`src/rtl/apar_pkg.sv`:
```
package apar_pkg;
  // Default geometry of the covered lines
  localparam int ADDR_MSB_D  = 39;
  localparam int ADDR_LSB_D  = 3;
  localparam int SPLIT_BIT_D = 24;
  localparam int REQ_W_D     = 5;

  typedef logic [1:0] par_pair_t;

  // Mismatch between a received and an expected parity pair (1 = bad bit)
  function automatic par_pair_t pair_diff(input par_pair_t rcv, input par_pair_t exp);
    return rcv ^ exp;
  endfunction

  // Coverage swap: position 0 gets the upper group unless swapped
  function automatic par_pair_t place_groups(input logic up_lvl, input logic lo_lvl,
                                             input bit swap);
    return swap ? {up_lvl, lo_lvl} : {lo_lvl, up_lvl};
  endfunction
endpackage

```
`src/rtl/apar_level.sv`:
```
module apar_level #(
  parameter int W = 16
) (
  input  logic [W-1:0] lines_n,
  output logic         par_n
);
  // Odd count of low lines drives the parity line low
  logic odd_lows;
  assign odd_lows = ^(~lines_n);
  assign par_n    = ~odd_lows;
endmodule

```
`src/rtl/apar_coverage.sv`:
```
module apar_coverage
  import apar_pkg::*;
#(
  parameter int A_W   = 37,
  parameter int UP_W  = 16,
  parameter int REQ_W = 5,
  parameter bit SWAP  = 1'b0
) (
  input  logic [A_W-1:0]   adr_n,
  input  logic [REQ_W-1:0] req_n,
  output par_pair_t        par_n
);
  localparam int LO_A_W = A_W - UP_W;
  localparam int LO_W   = LO_A_W + REQ_W;

  logic [UP_W-1:0] up_grp;
  logic [LO_W-1:0] lo_grp;
  logic            up_lvl;
  logic            lo_lvl;

  assign up_grp = adr_n[A_W-1 -: UP_W];
  assign lo_grp = {req_n, adr_n[LO_A_W-1:0]};

  apar_level #(.W(UP_W)) u_up (.lines_n(up_grp), .par_n(up_lvl));
  apar_level #(.W(LO_W)) u_lo (.lines_n(lo_grp), .par_n(lo_lvl));

  assign par_n = place_groups(up_lvl, lo_lvl, SWAP);
endmodule

```
`src/rtl/apar_rx_check.sv`:
```
module apar_rx_check
  import apar_pkg::*;
#(
  parameter int A_W         = 37,
  parameter int UP_W        = 16,
  parameter int REQ_W       = 5,
  parameter bit STORE_LINES = 1'b0
) (
  input  logic             clk,
  input  logic             rst,
  input  logic             cap,
  input  logic [A_W-1:0]   sp1_adr_n,
  input  logic [REQ_W-1:0] sp1_req_n,
  input  logic [A_W-1:0]   sp2_adr_n,
  input  logic [REQ_W-1:0] sp2_req_n,
  input  par_pair_t        rx1_n,
  input  par_pair_t        rx2_n,
  output logic             pend,
  output par_pair_t        err1,
  output par_pair_t        err2
);
  par_pair_t exp1, exp2;

  generate
    if (STORE_LINES) begin : g_lines
      // Keep the raw lines, compute parity during the compare cycle
      logic [A_W-1:0]   a1_q, a2_q;
      logic [REQ_W-1:0] r1_q, r2_q;
      always_ff @(posedge clk) begin
        if (rst) begin
          a1_q <= '1; a2_q <= '1; r1_q <= '1; r2_q <= '1;
        end else if (cap) begin
          a1_q <= sp1_adr_n; a2_q <= sp2_adr_n;
          r1_q <= sp1_req_n; r2_q <= sp2_req_n;
        end
      end
      apar_coverage #(.A_W(A_W), .UP_W(UP_W), .REQ_W(REQ_W), .SWAP(1'b0))
        u_c1 (.adr_n(a1_q), .req_n(r1_q), .par_n(exp1));
      apar_coverage #(.A_W(A_W), .UP_W(UP_W), .REQ_W(REQ_W), .SWAP(1'b1))
        u_c2 (.adr_n(a2_q), .req_n(r2_q), .par_n(exp2));
    end else begin : g_bits
      // Compute at the strobe, keep only four expected bits
      par_pair_t c1, c2;
      par_pair_t e1_q, e2_q;
      apar_coverage #(.A_W(A_W), .UP_W(UP_W), .REQ_W(REQ_W), .SWAP(1'b0))
        u_c1 (.adr_n(sp1_adr_n), .req_n(sp1_req_n), .par_n(c1));
      apar_coverage #(.A_W(A_W), .UP_W(UP_W), .REQ_W(REQ_W), .SWAP(1'b1))
        u_c2 (.adr_n(sp2_adr_n), .req_n(sp2_req_n), .par_n(c2));
      always_ff @(posedge clk) begin
        if (rst) begin
          e1_q <= '1; e2_q <= '1;
        end else if (cap) begin
          e1_q <= c1; e2_q <= c2;
        end
      end
      assign exp1 = e1_q;
      assign exp2 = e2_q;
    end
  endgenerate

  always_ff @(posedge clk) begin
    if (rst) begin
      pend <= 1'b0;
      err1 <= '0;
      err2 <= '0;
    end else begin
      pend <= cap;
      err1 <= pend ? pair_diff(rx1_n, exp1) : '0;
      err2 <= pend ? pair_diff(rx2_n, exp2) : '0;
    end
  end
endmodule

```
`src/rtl/addr_par_unit.sv`:
```
module addr_par_unit
  import apar_pkg::*;
#(
  parameter int ADDR_MSB    = ADDR_MSB_D,
  parameter int ADDR_LSB    = ADDR_LSB_D,
  parameter int SPLIT_BIT   = SPLIT_BIT_D,
  parameter int REQ_W       = REQ_W_D,
  parameter bit RX_STORE_LN = 1'b0
) (
  input  logic                           clk,
  input  logic                           rst,
  input  logic                           ads,
  input  logic [ADDR_MSB-ADDR_LSB:0]     sp1_adr_n,
  input  logic [REQ_W-1:0]               sp1_req_n,
  input  logic [ADDR_MSB-ADDR_LSB:0]     sp2_adr_n,
  input  logic [REQ_W-1:0]               sp2_req_n,
  input  logic [1:0]                     rx_par1_n,
  input  logic [1:0]                     rx_par2_n,
  output logic [1:0]                     tx_par1_n,
  output logic [1:0]                     tx_par2_n,
  output logic                           tx_vld,
  output logic [1:0]                     err1,
  output logic [1:0]                     err2
);
  localparam int A_W  = ADDR_MSB - ADDR_LSB + 1;
  localparam int UP_W = ADDR_MSB - SPLIT_BIT + 1;
  localparam int NSP  = 2;

  // Named events for the checker
  logic cap_fire;
  logic chk_fire;
  assign cap_fire = ads & ~rst;

  logic [NSP-1:0][A_W-1:0]   adr_bus;
  logic [NSP-1:0][REQ_W-1:0] req_bus;
  par_pair_t                 tx_calc [NSP];
  par_pair_t                 tx_q    [NSP];

  assign adr_bus = {sp2_adr_n, sp1_adr_n};
  assign req_bus = {sp2_req_n, sp1_req_n};

  generate
    for (genvar sp = 0; sp < NSP; sp++) begin : g_tx
      apar_coverage #(.A_W(A_W), .UP_W(UP_W), .REQ_W(REQ_W), .SWAP(sp == 1))
        u_cov (.adr_n(adr_bus[sp]), .req_n(req_bus[sp]), .par_n(tx_calc[sp]));
      always_ff @(posedge clk) begin
        if (rst)           tx_q[sp] <= '1;
        else if (cap_fire) tx_q[sp] <= tx_calc[sp];
      end
    end
  endgenerate

  always_ff @(posedge clk) begin
    if (rst) tx_vld <= 1'b0;
    else     tx_vld <= cap_fire;
  end

  assign tx_par1_n = tx_q[0];
  assign tx_par2_n = tx_q[1];

  apar_rx_check #(.A_W(A_W), .UP_W(UP_W), .REQ_W(REQ_W), .STORE_LINES(RX_STORE_LN)) u_rx (
    .clk(clk), .rst(rst), .cap(cap_fire),
    .sp1_adr_n(sp1_adr_n), .sp1_req_n(sp1_req_n),
    .sp2_adr_n(sp2_adr_n), .sp2_req_n(sp2_req_n),
    .rx1_n(rx_par1_n), .rx2_n(rx_par2_n),
    .pend(chk_fire), .err1(err1), .err2(err2)
  );
endmodule

```
`config.mk`:
```
export PLATFORM = sky130hd
export DESIGN_NAME = addr_par_unit
export DESIGN_NICKNAME = d
export VERILOG_FILES = /design/src/rtl/apar_pkg.sv /design/src/rtl/apar_level.sv /design/src/rtl/apar_coverage.sv /design/src/rtl/apar_rx_check.sv /design/src/rtl/addr_par_unit.sv
export SDC_FILE = /design/constraint.sdc
export NUM_CORES = 1
export LEC_CHECK = 0
export ABC_AREA = 1
export BUFFER_PORTS_ARGS = -buffer_cell sky130_fd_sc_hd__buf_2
export CORE_MARGIN = 3
export CORE_UTILIZATION = 54
export DETAILED_ROUTE_END_ITERATION = 7
export PLACE_DENSITY = 0.82
export SLEW_MARGIN = 5
export SYNTH_ARGS = -nofsm -noshare
export SYNTH_HDL_FRONTEND = slang
export SYNTH_HIERARCHICAL = 1
export SYNTH_SLANG_ARGS = --single-unit
```
`constraint.sdc`:
```
create_clock -name clk -period 2.65 [get_ports clk]
set_input_delay 0.3975 -clock clk [delete_from_list [all_inputs] [get_ports clk]]
set_output_delay 0.3975 -clock clk [all_outputs]
set_load 0.05 [all_outputs]
```
# Word-level counts from Yosys, hierarchy flattened
# Memory sizes are Yosys's and may differ from the RTL's.
# Cells that the tools add are included.
dict set report word_totals {
  mem_count 1
  register_bits 9
  ramBits 4
  input_bits 91
  elab_cells 33
  output_inout_bits 9
}
dict set report classes {
  bitwise 15
  muxes 7
  reduce_logical 5
}
# memory words word_bits rd rd_clocked_by_memory_dff write_ports line_no
set mem_list {}
lappend mem_list {tx_q 2 2 2 0 2 addr_par_unit.sv:37} ;# par_pair_t tx_q [NSP];
# operator n
set ops {}
lappend ops {{$not 26->26} 2}
lappend ops {{$reduce_xor 26->1} 2}
lappend ops {{$not 16->16} 2}
lappend ops {{$reduce_xor 16->1} 2}
lappend ops {{$not 1->1} 6}
lappend ops {{$mux 1} 5}
lappend ops {{$mux 2} 2}
lappend ops {{$xor 2x2->2} 2}
lappend ops {{$or 1x1->1} 2}
lappend ops {{$reduce_or 2->1} 1}
lappend ops {{$and 1x1->1} 1}

# Longest topological paths before layout
# Gate-level depths: netlist of the first run.
dict set report logic_depth {
  word_depth 6
  ltp_mapped 15
  ltp_nobuf 14
}

# Cells and area by module
# The synthesis of the first run kept the hierarchy.
# mod seq_area_each_um2 cells_per_inst n_inst area_per_inst_um2
set modules_own_cells {}
lappend modules_own_cells {{apar_level (g_tx[0].u_cov.u_lo ...)} 0.0 147 4 596.8}
lappend modules_own_cells {{apar_level (g_tx[0].u_cov.u_up ...)} 0.0 105 4 412.9}
lappend modules_own_cells {apar_rx_check 180.2 49 1 337.8}
lappend modules_own_cells {addr_par_unit 140.1 18 1 193.9}
lappend modules_own_cells {apar_coverage 0.0 2 4 15.0}

# Worst setup path after synthesis of the first run
# Ideal clock, no wire load.
dict set report synth_timing {
  path_kind {input to register}
  start {input sp1_adr_n[9]}
  end {memory tx_q[0][1] (netlist bit) (data pin)}
  t_arrival_ns 1.233
  setup_time_ns 0.262
  n_path_buf 1
  required_ns 2.388
  path_stages 15
  setup_slack_ns 1.155
  path_cell_list {nand2_1 > inv_1 > nor2_1 > nand2_1 > nand2_1 > nand2_1 > nand2_2 > inv_1 > nand2_1 > nand2_1 > nand2_1 > nand2_1 > buf_4 > inv_1 > nand3_1}
}
# element line_no
set synth_lines {}
lappend synth_lines {{start, declared} addr_par_unit.sv:13} ;# input logic [ADDR_MSB-ADDR_LSB:0] sp1_adr_n,
lappend synth_lines {{end, declared} addr_par_unit.sv:37}

==> results of run 1 <==
==> routing by layer <==
layer,part of all wire,up-vias,global-route usage
li1,-,3285,-
met1,0.50,2260,0.265
met2,0.45,71,0.352
met3,0.041,4,0.0177
met4,0.0068,0,0.0368
met5,0,-,0
==> final timing paths <==
path                        to  cells past startpoint  slack (ns)
setup / recovery    tx_q[1][0]                     11        1.24
setup reg to reg  u_rx/err2[0]                      4        1.99
hold reg to reg   u_rx/exp1[1]                      2        0.48
hold / removal       u_rx/pend                      2        0.39
==> state kept, by name (all words and copies together), names as in the netlist <==
| name | cells |
|---|---|
| u_rx/err1 | 2 |
| u_rx/exp1 | 2 |
| u_rx/exp2 | 2 |
| tx_q | 4 |
| u_rx/pend | 1 |
| u_rx/err2 | 2 |
| tx_vld | 1 |
==> cell families after synthesis <==
family	count (synthesis)	share of synthesized area
buffers and inverters	196	0.165
DFF	14	0.0692
xor gates and xnor gates	24	0.0454
and+or+nand+nor	849	0.720
==> metrics by stage <==
stage	total power, mW	util	std cells
2_1_floorplan	0.965	-	1083
3_3_place_gp	1.16	0.629	1279
3_5_place_dp	1.18	0.629	1279
4_1_cts	1.38	0.636	1283
5_1_grt	1.56	0.636	1283
6_report	1.37	0.636	1283
==> cell type report <==
cell class | count | share of cell area
clock buffers | 4 | 0.0105
repair buffers | 99 | 0.0943
flip-flops and latches | 14 | 0.0610
well taps | 105 | 0.0250
inverters | 188 | 0.134
multi-input cells | 873 | 0.675
==> worst reg2reg max path: stages, from the launching register on <==
cell and delay [ns]:
sky130_fd_sc_hd__dfxtp_1 0.35, sky130_fd_sc_hd__inv_1 0.05, sky130_fd_sc_hd__nand2_1 0.05, sky130_fd_sc_hd__nand2_1 0.04
sky130_fd_sc_hd__nor2_1 0.10
==> cell usage in the layout, fill, tap and decap left out <==
master | netlist | layout
sky130_fd_sc_hd__dfxtp_1 | 10 | 10
sky130_fd_sc_hd__xnor2_1 | 20 | 20
sky130_fd_sc_hd__nor2_2 | 4 | 4
sky130_fd_sc_hd__clkbuf_8 | 0 | 4
sky130_fd_sc_hd__inv_2 | 31 | 31
sky130_fd_sc_hd__nand2_2 | 29 | 29
sky130_fd_sc_hd__nor2_1 | 31 | 31
sky130_fd_sc_hd__nand3_1 | 28 | 28
sky130_fd_sc_hd__nand2_1 | 753 | 753
sky130_fd_sc_hd__buf_2 | 0 | 99
sky130_fd_sc_hd__inv_1 | 157 | 157
sky130_fd_sc_hd__xor2_1 | 4 | 4
sky130_fd_sc_hd__nor2_4 | 4 | 4
sky130_fd_sc_hd__edfxtp_1 | 4 | 4
==> power breakdown <==
| part | internal, mW | total (mW) | switching [mW] | leakage, nW |
|---|---|---|---|---|
| sequential | 0.238 | 0.245 | 0.00716 | 0.120 |
| combinational | 0.332 | 0.926 | 0.594 | 3.83 |
| clock | 0.131 | 0.203 | 0.0718 | 0.0288 |
==> impl.org, run 1 <==
** CTS
- Clock-pin slew was measured on the worst setup and hold paths at ~0.060 ns.
- The number of clock buffers added by TritonCTS is 3.
- Library cell used as clock root buffer :: sky130_fd_sc_hd__clkbuf_8
- TritonCTS clock tree :: done
- The clock passes through at most 2 buffers.
- Post-cts sizing count :: 0
- The number of hold buffers added after CTS was 0.
- In this run the number of H-tree levels came out at 1.
- For the worst-skew pair, the clock arrives at the later sink with an insertion delay of 0.24 ns.
- Clock sink count :: 14
- # Post-CTS Setup Buffers :: 0

** Floorplanning
- From left edge to right edge, the die measures 98.6 µm.
- 100 I/O pins were placed.
- Standard cell core area :: slightly above 8000 µm²
- Chip Height :: 98.6 µm
- Std cell rows :: 33
- Effective utilization at floorplan :: 0.561
- The die covers ~9700 µm².

** STA
- Final total negative setup slack :: 0 ns
- Endpoints failing hold :: 0
- Post-Route Hold Slack :: between 0.3 and 0.4 ns
- RSZ-0062 raised after global routing :: false
- Clock skew on the completed layout was measured at 0.00187 ns.
- After layout, the minimum clock period comes to between 1 and 1.5 ns.
- FMAX :: 707 MHz
- Final worst slack :: 1.24 ns
- Of the available clock period, the critical path in the final layout requires 0.534.
- At the pin with the least slew margin, the transition time is 0.353 ns.
- The count of pins over their slew limit was 0.
- Rel. slew slack :: 0.764
- Setup violations remaining at the end of the flow were counted as 0.

** GRT
- GR Overflow Total :: 0
- Via count of the first global-routing pass :: approximately 4500
- Across every metal layer, demand over resource in global routing totals 0.199.
- Initial antenna violation count :: 0
- Wire length of the first global-routing pass :: 17300 µm
- Largest net degree at the start of global routing :: 9

** Setup path
- Worst path required time :: 2.64 ns
- Worst setup path class :: in2reg
- Along the worst path, the maximum fanout reaches 6.
- STA puts the critical path data arrival time at 1.40 ns.
- Worst setup path start :: sp2_adr_n[2]
- Grouping stages by cell kind, the critical path spends the most delay in simple AND/OR/NAND/NOR gates.
- The largest individual stage delay along the critical path comes from the cell sky130_fd_sc_hd__xnor2_1.
- The largest single stage delay on the critical path is 0.28 ns.
- The worst setup path is launched from an input pin.
- The worst setup path is captured at a flop.
- Counting both buffers and inverters, the worst setup path holds a total of 2.
- The signal on the critical path passes through buf_2, xnor2_1, nand2_1, nand2_1, nand2_1, nand2_1, nand2_1, nand3_1, nand2_1, inv_1, nand3_1.
- Startpoint of the worst register-to-register path :: u_rx/exp2[0]
- Counting stages on the worst path, the most repeated cell is sky130_fd_sc_hd__nand2_1.

** Route
- After detailed routing, the number of remaining DRC violations is 0.
- In the final routed layout, each cell accounts on average for 7.43 µm.
- After detailed routing, the number of vias per cell comes to 4.38.
- The final route contains 5620 vias.
- Aggregate routed wire length :: 9530 µm
- Initial DRT Pass Iterations :: 4
- In this run, the number of DRC markers left after iteration 0 of detailed routing was 165.
- Detail Route Antenna Nets :: 0

** Synth
- In this run, synthesis inferred 4 flip-flops with an integrated enable.
- Post-synth cell types :: 13
- Top-area cell type share of the netlist area :: 0.610
- Synthesized netlist net count :: ~1200
- Cell area after technology mapping :: 4630 µm²
- Share of the yosys chip area belonging to registers :: 0.0692
- Yosys instantiated no cell more often than sky130_fd_sc_hd__nand2_1.
- For this run, the leading register cell type out of synthesis is sky130_fd_sc_hd__dfxtp_1.
- Yosys printed 6 warnings.
- Proportion of synthesized flip-flops having asynchronous set or reset :: 0
- Synthesis handed over a netlist of 1083 instances.
- Sorting the synthesized cells by how often they occur yields sky130_fd_sc_hd__nand2_1 (753), sky130_fd_sc_hd__inv_1 (157), sky130_fd_sc_hd__inv_2 (31), sky130_fd_sc_hd__nor2_1 (31), sky130_fd_sc_hd__nand2_2 (29).
- Cell type contributing the most total cell area after synthesis :: sky130_fd_sc_hd__nand2_1
- In this run the mean area of a mapped cell was between 4 and 5 µm².
- Counting flops and latches in the post-synthesis netlist gives 14.
- Synth top area cells :: sky130_fd_sc_hd__nand2_1 (61%), sky130_fd_sc_hd__inv_1 (13%), sky130_fd_sc_hd__dfxtp_1 (4.3%), sky130_fd_sc_hd__nand2_2 (3.9%), sky130_fd_sc_hd__xnor2_1 (3.8%)

** Place
- IO buf count :: 99
- The wire-length estimate of the detail-placed layout is 8450 µm.
- Post-detailed-placement cell area :: 5200 µm²
- Worst setup slack after placement :: 0.976 ns
- Global placement routability congestion :: approximately 0.86

** Hold path
- Startpoint of the tightest hold check path :: rst
- Path class of the lowest-slack min-delay path :: in2reg

** Pwr
- IR drop worst, VDD :: 0.171 mV
- The analysis attributes to cell leakage a power of 3.98 nW.
- Total power density per cell area :: around 260 nW/µm²

** Finish
- After routing the design area is 5250 µm².
- Layout area overhead :: 13.4%
- Of the cells placed in the final design, the portion with a size suffix greater than 1 is 0.145.
- Final net count :: around 1300
- In the final layout, flip-flops and latches occupy 320 µm².
- ANT cells :: 0
- Counting the fill cells in the layout gives 891.
- Summing all multi-input logic gate instances after layout gives approximately 3500 µm².

** Job
- Number of maximum-capacitance violations :: 0

** Outcome
- The flow ran to the end, and the final reports show no timing, DRC or antenna violations.
No activity file was read; power rests on OpenSTA's default activity.
==> inputs of run 2 (changes only) <==
Settings changed: CORE_UTILIZATION 54 to 52, PLACE_DENSITY 0.82 to 0.83.
Clock period 2.65 ns to 1.2 ns, I/O delays scaled along.
==> run 2 against run 1 <==
- combinational power rose to 2.7 times the previous value
- sequential cell count stayed put
- non-clock buffer count rose by 43
- core utilization rose by 10 points
- first-iteration DRC count rose by 18%
- critical path depth grew 4
- clock power rose by 120%
==> impl.org, run 2 (synthesis results as in run 1) <==
** Finish
- Max FFs per register :: 4 (unchanged)
- The library cell used most frequently in the layout, excluding fill and tap cells, is sky130_fd_sc_hd__nand2_1.
- Final standard cell count with taps included and fillers excluded :: 1326 (+3.4%)
- Share of post-route cells with drive strength above 1 :: 0.292 (+0.146)
- tx_q holds more flip-flops than any other register.
- Final net count :: 1313 (+3.4%)
- Layout area overhead :: 34.0%
- Final standard cell area without fillers :: 6210 µm² (+18%)
- The layout filler cell count is 745 (-16%).
- The library cells used most frequently in the layout, excluding fill and tap cells, are sky130_fd_sc_hd__nand2_1 (670), sky130_fd_sc_hd__inv_1 (122), sky130_fd_sc_hd__nand2_2 (108), sky130_fd_sc_hd__buf_2 (58), sky130_fd_sc_hd__buf_4 (56).
- ANT cells :: 0 (unchanged)

** Route
- Via count :: 6089 (+8.3%)
- The length of the first detailed-routing pass in iterations is 5 (+1).
- The routed wirelength normalized by instance count came to 8.71 µm (+17%).
- The residual DRC count came to 0 (unchanged).
- The post-detailed-route via-to-cell ratio is 4.59 (+4.8%).
- Iteration-0 DRC Markers :: 194 (+18%)
- Aggregate routed wire length :: 11600 µm (+21%)
- The remaining antenna violation count after routing is 0 (unchanged).

** Floorplanning
- Effective utilization at floorplan :: 0.550 (-0.0110)
- Std cell rows :: 33 (unchanged)
- Die footprint :: 10100 µm² (+3.6%)
- Die outline width :: 100 µm (+1.8%)
- Ports placed on the boundary :: 100 (unchanged)
- The placeable core area was 8420 µm² (+2.0%).
- Chip Height :: 100 µm (+1.8%)

** Setup path
- Gate family responsible for the most delay along the worst path :: simple AND/OR/NAND/NOR gates
- The required time reported for the critical path endpoint was 1.20 ns (-1.44 ns).
- The worst path buffer plus inverter count was 4 (+2).
- By startpoint and endpoint, the worst setup path is classified as in2reg.
- The data arrival time at the worst-slack endpoint was 1.15 ns (-0.25 ns).
- The maximum fanout count along the critical path is 6 (unchanged).
- The worst setup path is launched from an input pin.
- The critical path goes through buf_6, inv_4, nand2_2, nand2_1, nand2_2, nand2_2, nand2_2, nand2_1, nand2_1, nand2_2, inv_2, nand2_1, nand2_1, inv_2, nand3_2.
- STA classifies the critical path endpoint as a flop.
- The largest stage delay on the critical path came to 0.11 ns (-0.17 ns).
- Startpoint of the worst register-to-register path :: u_rx/exp1[1]
- On the critical path, the stage with the largest delay is an instance of sky130_fd_sc_hd__buf_6.
- The most critical setup path has its startpoint at sp2_req_n[0].

** GRT
- GR Overflow Total :: 0 (unchanged)
- Total track usage :: 0.197 (-0.00197)
- The initial antenna violation count came to 0 (unchanged).
- Largest net degree at the start of global routing :: 9 (unchanged)
- The first-pass GRT wire length was 17600 µm (+1.6%).
- The number of global-route vias before repair was 4656 (+2.6%).

** STA
- The accumulated negative setup slack is 0 ns (unchanged).
- FMAX :: 867 MHz
- RSZ-0062 raised after global routing :: true
- Endpoints failing hold :: 0 (unchanged)
- Final setup violation count :: 0 (unchanged)
- Dividing the final minimum period by the clock period gives 0.961.
- The count of pins over their slew limit was 0 (unchanged).
- Clock Skew :: 0.000395 ns (-0.00147 ns)
- The slew at the pin with the worst max-slew slack is 0.284 ns (-0.0692 ns).
- Rel. slew slack :: 0.810 (+0.0456)
- Final min period :: 1.15 ns

** Pwr
- The static leakage power was 4.31 nW (+8.1%).
- The peak ir drop on the vdd network was 0.298 mV (+74%).
- Total power density per cell area :: 566 nW/µm² (+120%)

** CTS
- The clock latency of the later-clocked register in the worst-skew pair is 0.24 ns (about the same).
- Bufs on Longest Clock Path :: 2 (unchanged)
- Reg clk slew, reported paths :: 0.06 ns (about the same)
- The CTS sink count came to 14 (unchanged).
- The level count of the clock H-tree came to 1 (unchanged).
- Clock buffers created by TritonCTS :: 3 (unchanged)
- The tree is rooted in a sky130_fd_sc_hd__clkbuf_8.
- The number of hold buffers added after CTS was 0 (unchanged).
- TritonCTS clock tree :: done

** Hold path
- Path class of the lowest-slack min-delay path :: in2reg
- Startpoint of the tightest hold check path :: rst

** Job
- Number of maximum-capacitance violations :: 0 (unchanged)

** Place
- Hpwl dp :: 8800 µm (+4.2%)
- Cells after DPL :: 1322 (+3.4%)
- The placed standard-cell area is 5580 µm² (+7.4%).
- The total of buffers placed on input and output ports was 99 (unchanged).
- Global placement routability congestion :: 0.799 (-6.6%)

** Outcome
- Outcome :: finished clean
==> run 2: cell types whose count changed in the layout (fill, tap and decap cells not counted), moves of 10 or more <==
cell / change
sky130_fd_sc_hd__inv_4: +11
sky130_fd_sc_hd__nand2_1: -83
sky130_fd_sc_hd__buf_2: -41
sky130_fd_sc_hd__nand2_2: +79
sky130_fd_sc_hd__buf_4: +56
sky130_fd_sc_hd__buf_6: +26
sky130_fd_sc_hd__inv_2: +24
sky130_fd_sc_hd__nor2_1: -10
sky130_fd_sc_hd__inv_1: -35
==> run 2: power by group <==
group	switching, mW	internal [mW]
clock network	0.165	0.291
registers	0.0143	0.525
logic	1.52	0.993
==> run 2: worst reg2reg max path: stages (launching register included) <==
cell and delay (ns):
sky130_fd_sc_hd__dfxtp_1 0.36, sky130_fd_sc_hd__inv_1 0.05, sky130_fd_sc_hd__nand2_1 0.05, sky130_fd_sc_hd__nand2_1 0.06
sky130_fd_sc_hd__nor2_1 0.10
==> run 2: timing repair <==
item                       in CTS  in global routing
resized for setup               0                238
hold endpoints to repair        0                  0
setup buffers                   0                  0
setup endpoints to repair       0                  4
==> run 2: final timing paths <==
check,end,slack [ns],depth (start not counted)
min,tx_vld,0.16,2
max reg2reg,u_rx/err1[1],0.51,4
max,tx_q[1][0],0.05,15
min reg2reg,u_rx/exp2[0],0.49,2
==> run 2: stage by stage <==
stage	util	total power [mW]	worst slack, ns	hold WS, ns
2_1_floorplan	-	2.16	-0.0665	0.252
3_3_place_gp	0.663	2.70	-0.201	0.411
3_5_place_dp	0.663	2.75	-0.242	0.411
4_1_cts	0.669	3.21	0.0218	0.150
5_1_grt	0.737	3.91	-0.0669	0.166
6_report	0.737	3.51	0.0468	0.157
==> run 2: layout make-up <==
type	count	area (µm²)	share of cell area
sequential	14	320	0.0516
tap	105	131	0.0212
timing repair buffer	142	1030	0.165
clock buffer	4	55.1	0.00887
inverter	188	733	0.118
multi-input combinational	873	3940	0.635
==> run 2: metal layers <==
metal,GRT usage,wire length [µm]
met5,0,0
met4,0.0114,81
met3,0.0243,490
met2,0.361,5820
met1,0.257,5160
